==> src/rtl/clkgen_pkg.sv <==
package clkgen_pkg;
   // width of a counter that holds values 0 .. n-1 (at least one bit)
   function automatic int unsigned cnt_width(input int unsigned n);
      int unsigned w;
      w = 1;
      while ((1 << w) < n) w++;
      return w;
   endfunction
endpackage

==> src/rtl/clkgen_sync_chain.sv <==
module clkgen_sync_chain #(
   parameter int unsigned STAGES    = 2,
   parameter bit          RESET_VAL = 1'b0
) (
   input  logic clk_i,
   input  logic arst_i,
   input  logic d_i,
   output logic q_o
);
   generate
      if (STAGES < 2) begin : g_bad_stages
         $error("clkgen_sync_chain: STAGES must be at least 2");
      end
   endgenerate

   logic [STAGES-1:0] chain_q;

   generate
      for (genvar s = 0; s < STAGES; s++) begin : g_stage
         always_ff @(posedge clk_i or posedge arst_i) begin
            if (arst_i) begin
               chain_q[s] <= RESET_VAL;
            end else begin
               if (s == 0) chain_q[s] <= d_i;
               else        chain_q[s] <= chain_q[(s == 0) ? 0 : s-1];
            end
         end
      end
   endgenerate

   assign q_o = chain_q[STAGES-1];
endmodule

==> src/rtl/clkgen_phase_div.sv <==
module clkgen_phase_div
   import clkgen_pkg::*;
#(
   parameter int unsigned DIV_RATIO   = 3,
   parameter int unsigned HIGH_CYCLES = 1
) (
   input  logic clk_i,
   input  logic hold_i,
   output logic cpu_clk_o,
   output logic per_clk_o,
   output logic cpu_fall_o
);
   localparam int unsigned CW = cnt_width(DIV_RATIO);
   localparam logic [CW-1:0] LAST = CW'(DIV_RATIO - 1);
   localparam logic [CW-1:0] HIGH = CW'(HIGH_CYCLES);

   generate
      if (DIV_RATIO < 2) begin : g_bad_ratio
         $error("clkgen_phase_div: DIV_RATIO must be at least 2");
      end
      if (HIGH_CYCLES < 1 || HIGH_CYCLES >= DIV_RATIO) begin : g_bad_high
         $error("clkgen_phase_div: HIGH_CYCLES must lie in 1 .. DIV_RATIO-1");
      end
   endgenerate

   logic [CW-1:0] phase_q, phase_nx;
   logic          cpu_q, per_q;

   always_comb begin
      if (hold_i)               phase_nx = LAST;
      else if (phase_q == LAST) phase_nx = '0;
      else                      phase_nx = phase_q + 1'b1;
   end

   always_ff @(posedge clk_i) begin
      phase_q <= phase_nx;
      cpu_q   <= !hold_i && (phase_nx < HIGH);
      if (hold_i)              per_q <= 1'b0;
      else if (phase_nx == '0) per_q <= ~per_q;
   end

   assign cpu_clk_o  = cpu_q;
   assign per_clk_o  = per_q;
   assign cpu_fall_o = !hold_i && (phase_nx == HIGH);

   // checker: length of the current high run of the processor clock
   logic [CW-1:0] hi_len_q;
   always_ff @(posedge clk_i) begin
      if (hold_i)     hi_len_q <= '0;
      else if (cpu_q) hi_len_q <= hi_len_q + 1'b1;
      else            hi_len_q <= '0;
   end

   AST_CPU_HIGH_WIDTH: assert property (@(posedge clk_i) disable iff (hold_i)
      $fell(cpu_q) |-> (hi_len_q == HIGH));
   AST_PER_ON_CPU_RISE: assert property (@(posedge clk_i) disable iff (hold_i)
      !$stable(per_q) |-> $rose(cpu_q));
endmodule

==> src/rtl/clkgen_ready_gen.sv <==
module clkgen_ready_gen #(
   parameter int unsigned NUM_SRC = 2,
   parameter int unsigned STAGES  = 2
) (
   input  logic               clk_i,
   input  logic               rst_i,
   input  logic [NUM_SRC-1:0] req_i,
   input  logic [NUM_SRC-1:0] en_n_i,
   input  logic               upd_i,
   output logic               ready_o
);
   generate
      if (NUM_SRC < 1) begin : g_bad_src
         $error("clkgen_ready_gen: NUM_SRC must be at least 1");
      end
   endgenerate

   logic [NUM_SRC-1:0] qual;
   logic               any_req, synced, ready_q;

   generate
      for (genvar i = 0; i < NUM_SRC; i++) begin : g_qual
         assign qual[i] = req_i[i] & ~en_n_i[i];
      end
   endgenerate

   assign any_req = |qual;

   clkgen_sync_chain #(.STAGES(STAGES), .RESET_VAL(1'b0)) u_rdy_sync (
      .clk_i (clk_i),
      .arst_i(rst_i),
      .d_i   (any_req),
      .q_o   (synced)
   );

   always_ff @(posedge clk_i or posedge rst_i) begin
      if (rst_i)      ready_q <= 1'b0;
      else if (upd_i) ready_q <= synced;
   end

   assign ready_o = ready_q;

   AST_READY_ON_FALL: assert property (@(posedge clk_i) disable iff (rst_i)
      !$stable(ready_q) |-> $past(upd_i));
endmodule

==> src/rtl/clkgen_top.sv <==
module clkgen_top #(
   parameter int unsigned DIV_RATIO   = 3,
   parameter int unsigned HIGH_CYCLES = 1,
   parameter int unsigned RST_STAGES  = 2,
   parameter int unsigned RDY_STAGES  = 2
) (
   input  logic osc_i,
   input  logic rst_req_i,
   input  logic rdy_a_i,
   input  logic rdy_a_en_n_i,
   input  logic rdy_b_i,
   input  logic rdy_b_en_n_i,
   output logic osc_o,
   output logic cpu_clk_o,
   output logic per_clk_o,
   output logic rst_o,
   output logic ready_o
);
   logic rst_int, cpu_fall, rst_q;

   assign osc_o = osc_i;

   clkgen_sync_chain #(.STAGES(RST_STAGES), .RESET_VAL(1'b1)) u_rst_sync (
      .clk_i (osc_i),
      .arst_i(rst_req_i),
      .d_i   (1'b0),
      .q_o   (rst_int)
   );

   clkgen_phase_div #(.DIV_RATIO(DIV_RATIO), .HIGH_CYCLES(HIGH_CYCLES)) u_div (
      .clk_i     (osc_i),
      .hold_i    (rst_int),
      .cpu_clk_o (cpu_clk_o),
      .per_clk_o (per_clk_o),
      .cpu_fall_o(cpu_fall)
   );

   // reset output: set while synchronized reset is active, cleared on a falling edge
   always_ff @(posedge osc_i) begin
      if (rst_int)       rst_q <= 1'b1;
      else if (cpu_fall) rst_q <= 1'b0;
   end
   assign rst_o = rst_q;

   clkgen_ready_gen #(.NUM_SRC(2), .STAGES(RDY_STAGES)) u_ready (
      .clk_i  (osc_i),
      .rst_i  (rst_int),
      .req_i  ({rdy_b_i, rdy_a_i}),
      .en_n_i ({rdy_b_en_n_i, rdy_a_en_n_i}),
      .upd_i  (cpu_fall),
      .ready_o(ready_o)
   );

   AST_RST_RELEASE_ON_FALL: assert property (@(posedge osc_i) disable iff (rst_req_i)
      $fell(rst_o) |-> $fell(cpu_clk_o));
   AST_READY_LOW_IN_RESET: assert property (@(posedge osc_i) disable iff (!rst_req_i)
      rst_req_i |=> !ready_o);
endmodule

==> config.mk <==
export PLATFORM = sky130hd
export DESIGN_NAME = clkgen_top
export DESIGN_NICKNAME = d
export VERILOG_FILES = /design/src/rtl/clkgen_pkg.sv /design/src/rtl/clkgen_sync_chain.sv /design/src/rtl/clkgen_phase_div.sv /design/src/rtl/clkgen_ready_gen.sv /design/src/rtl/clkgen_top.sv
export SDC_FILE = /design/constraint.sdc
export NUM_CORES = 1
export LEC_CHECK = 0
export BUFFER_PORTS_ARGS = -buffer_cell sky130_fd_sc_hd__buf_4
export CORE_AREA = 3 3 40 42
export DETAILED_ROUTE_END_ITERATION = 8
export DIE_AREA = 0 0 43 45
export SLEW_MARGIN = 20
export SYNTH_ARGS = -nofsm -noshare
export SYNTH_HDL_FRONTEND = slang
export SYNTH_HIERARCHICAL = 1
export SYNTH_SLANG_ARGS = --single-unit
==> constraint.sdc <==
create_clock -name osc_i -period 1 [get_ports osc_i]
set_clock_uncertainty 0.1 [all_clocks]
set_input_delay 0.05 -clock osc_i [delete_from_list [all_inputs] [get_ports osc_i]]
set_output_delay 0.05 -clock osc_i [all_outputs]
set_load 0.01 [all_outputs]
Word level (Yosys, flattened, before mapping)
Index checks and enable logic that the tools add are counted.

$add $sub $neg: 1. Order comparisons: 1. Equal/unequal tests: 2. Multiplexer cells: 2. Bitwise operators: 5. Reduce and logical (&&, ||, !) cells: 5.

Operators with widths (count): 2-to-1 mux 2 bit (2); inverter 1 bit (3); adder 2 x 1 -> 2 bit (second input constant) (1); bitwise AND 1 bit (2); equality test 2 x 1 -> 1 bit (second input constant) (1); equality test 2 bit (second input constant) (1); logical AND 1 bit (2); logical NOT 2 bit (1); less-than comparator 2 x 1 -> 1 bit (second input constant) (1); OR reduction 2 bit (1); logical NOT 1 bit (1).

Bits in registers: 10.

Logic depth before layout (Yosys ltp)
Depth after elaboration: 5. Depth in mapped cells: 3. Mapped depth without buffers: 3.

Modules after synthesis
Netlist, hierarchy kept.

By module, submodules not included: clkgen_phase_div (instances 1, cells an instance 11, area each 117.6 um2, sequential area each 80.1 um2); clkgen_ready_gen (instances 1, cells an instance 6, area each 57.6 um2, sequential area each 25.0 um2); clkgen_sync_chain (u_rst_sync) (instances 1, cells an instance 3, area each 56.3 um2, sequential area each 52.6 um2); clkgen_sync_chain (u_ready.u_rdy_sync) (instances 1, cells an instance 3, area each 53.8 um2, sequential area each 50.0 um2); clkgen_top (instances 1, cells an instance 5, area each 42.5 um2, sequential area each 20.0 um2).

==> metrics <==
outcome=finished with violations; violated checks=negative setup slack; VDD IR max=1050 µV; startpoint type of the worst setup path=flip-flop; max-slew violations=0; Die W=43 µm; DR vias/cell=3.84; endpoint class of the critical path=flip-flop; Initial Utilization=25.5%; slowest stage delay, CP=0.54 ns; Total Wirelength=544 µm; crit share post-route=109%; Unique masters post-synth=12; met3 Usage GRT=2.39%; Filler Cells Inserted=119; 1st-iter DRT viols=1; clock slew at reported path FFs=0.07 ns; Finished Core Util=44.5%; crit path time final=1.09 ns; WL per Instance=8.00 µm; initial antenna violation count=0; footprint of the multi-input gates=71.3 µm²; n_diodes=0; setup violators final=2; via count=261; port buffer count=10; routability congestion estimate=0.591; class of the worst hold path=input port to asynchronous set/reset pin; clk_lat worst skew=0.37 ns; CTS tree=done; post-synthesis area per instance=11.7 µm²; pwr dens=2100 mW/mm²; CP Data Required Time=1.15 ns; Die Area=0.00194 mm²; post-DP HPWL=342 µm; Tot GR Track Use=6.88%; # IOs=11; Core Region=0.00128 mm²; unrepaired setup endpoints after global routing=yes; total grt overflow=0; M1 GR Usage=6.42%; synthesized cell area=328 µm²; worst setup margin=-0.0895 ns; Final Net Count=60; Max Cap Violations=0; global-route met2 utilization=8.98%; GR peak layer=met4; # rows=13; largest net degree at the start of global routing=8; final hold vios=0; yosys synthesis warning count=6; Synthesized Nets=34; Die H=45 µm; crit path kind=flip-flop to flip-flop; CP max FO=2; f_max=918 MHz; Leak=0.000293 µW; antenna viol nets, final=0; WP data arrival=1.24 ns; Critical-path top delay cell=dfstp_2; number of global-route vias before repair=234; ordered list of cells on the worst path=nor3_2 > mux2_4; Seq/Total Area, Yosys=69.5%; DRC Markers=0; Synth-to-Final Area Change=74.4%; Synth Instances=28; first-pass GRT wire length=828 µm; share of cells above drive strength 1=50.9%; number of detailed-route iterations in the first pass=2; FF/Latch Area=230 µm²; Yosys reg bits=10; Setup TNS=-0.110 ns
==> worst max-delay path, delay by kind of cell, from the launching register on <==
| family | cells | cell delay (ns) |
|---|---|---|
| mux | 1 | 0.28 |
| flops | 1 | 0.54 |
| simple gates | 1 | 0.05 |
==> placed cells by master (no fill, tap or decap) <==
| master | n |
|---|---|
| inv_1 | 7 |
| nor3_1 | 1 |
| buf_6 | 3 |
| dfrtp_1 | 3 |
| o22ai_1 | 1 |
| dfxtp_2 | 2 |
| a21o_1 | 2 |
| buf_4 | 12 |
| dlygate4sd3_1 | 5 |
| xnor2_1 | 1 |
| nor3_2 | 1 |
| nor2_1 | 2 |
| clkbuf_4 | 5 |
| mux2_4 | 1 |
| clkbuf_8 | 1 |
| conb_1 | 1 |
| dfxtp_1 | 3 |
| dfstp_2 | 2 |
==> registers in the layout, indices dropped and copies added (netlist names) <==
| signal | cells |
|---|---|
| u_rst_sync/q_o | 1 |
| u_ready/u_rdy_sync/chain_q | 1 |
| u_ready/ready_o | 1 |
| u_rst_sync/chain_q | 1 |
| rst_o | 1 |
| u_ready/u_rdy_sync/q_o | 1 |
| u_div/cpu_clk_o | 1 |
| u_div/phase_q | 2 |
| u_div/per_clk_o | 1 |
==> power breakdown <==
group	switching [µW]	total, µW	internal, µW
Clock	203	587	384
Combinational	49.4	157	107
Sequential	17.3	459	441
Total	270	1200	933
==> timing repair <==
action,4_1_cts,5_1_grt
gates resized for setup,3,2
endpoints found under the setup margin,4,4
hold buffers,5,0
pin swaps,0,0
endpoints found under the hold margin,3,0
setup buffers,2,0
==> through the flow <==
stage	total power [µW]	cells	area (µm²)	hold slack, ns	setup WS, ns
2_1_floorplan	599	28	333	-0.139	-0.134
3_3_place_gp	658	55	442	-0.00862	-0.0651
3_5_place_dp	660	55	442	-0.0110	-0.0766
4_1_cts	1220	68	567	0.138	-0.0954
5_1_grt	1270	68	572	0.149	-0.128
6_report	1200	68	572	0.147	-0.0895
==> layer usage <==
metal,vias to the layer above,share of wire (%)
met5,-,0
met4,0,1.3
met3,2,8.5
met2,11,52
met1,117,38
li1,131,-
==> synth_stat cells <==
library cell | n | area (µm²)
dfxtp_1 | 5 | 100
mux2_4 | 1 | 15.0
xnor2_1 | 1 | 8.76
dfrtp_1 | 3 | 75.1
a21o_1 | 2 | 15.0
inv_1 | 7 | 26.3
nor2_1 | 2 | 7.51
nor3_1 | 2 | 10.0
dfstp_2 | 2 | 52.6
o22ai_1 | 1 | 6.26
conb_1 | 1 | 3.75
buf_4 | 1 | 7.51
==> final timing paths <==
| kind | startpoint | to | slack, ns | depth (start not counted) |
|---|---|---|---|---|
| setup / recovery | u_rst_sync/q_o | u_ready/ready_o | -0.09 | 2 |
| hold / removal | rst_req_i | u_rst_sync/q_o | 0.15 | 3 |
| setup reg to reg | u_rst_sync/q_o | u_ready/ready_o | -0.09 | 2 |
| hold reg to reg | u_rst_sync/q_o | u_ready/ready_o | 0.16 | 2 |
| max in group asynchronous | u_rst_sync/q_o | u_ready/u_rdy_sync/q_o | 0.52 | 2 |
| min in group osc_i | osc_i | osc_o | 0.15 | 2 |
==> kinds of logic after synthesis <==
family                    after synthesis  share of synthesized area, %
other                                   1                          1.14
xor gates and xnor gates                1                          2.67
and+or+nand+nor                         4                          5.34
muxes                                   1                          4.58
AOI/OAI and AO/OA                       3                          6.49
DFF                                    10                          69.5
buffers and inverters                   8                          10.3
==> cell type report <==
| class | instances | share of cell area [%] |
|---|---|---|
| Tap cell | 15 | 3.28 |
| Clock buffer | 7 | 10.9 |
| Multi-Input combinational cell | 10 | 12.5 |
| Inverter | 7 | 4.60 |
| Timing Repair Buffer | 19 | 28.4 |
| Sequential cell | 10 | 40.3 |
Power figures use the tool's default switching activity.
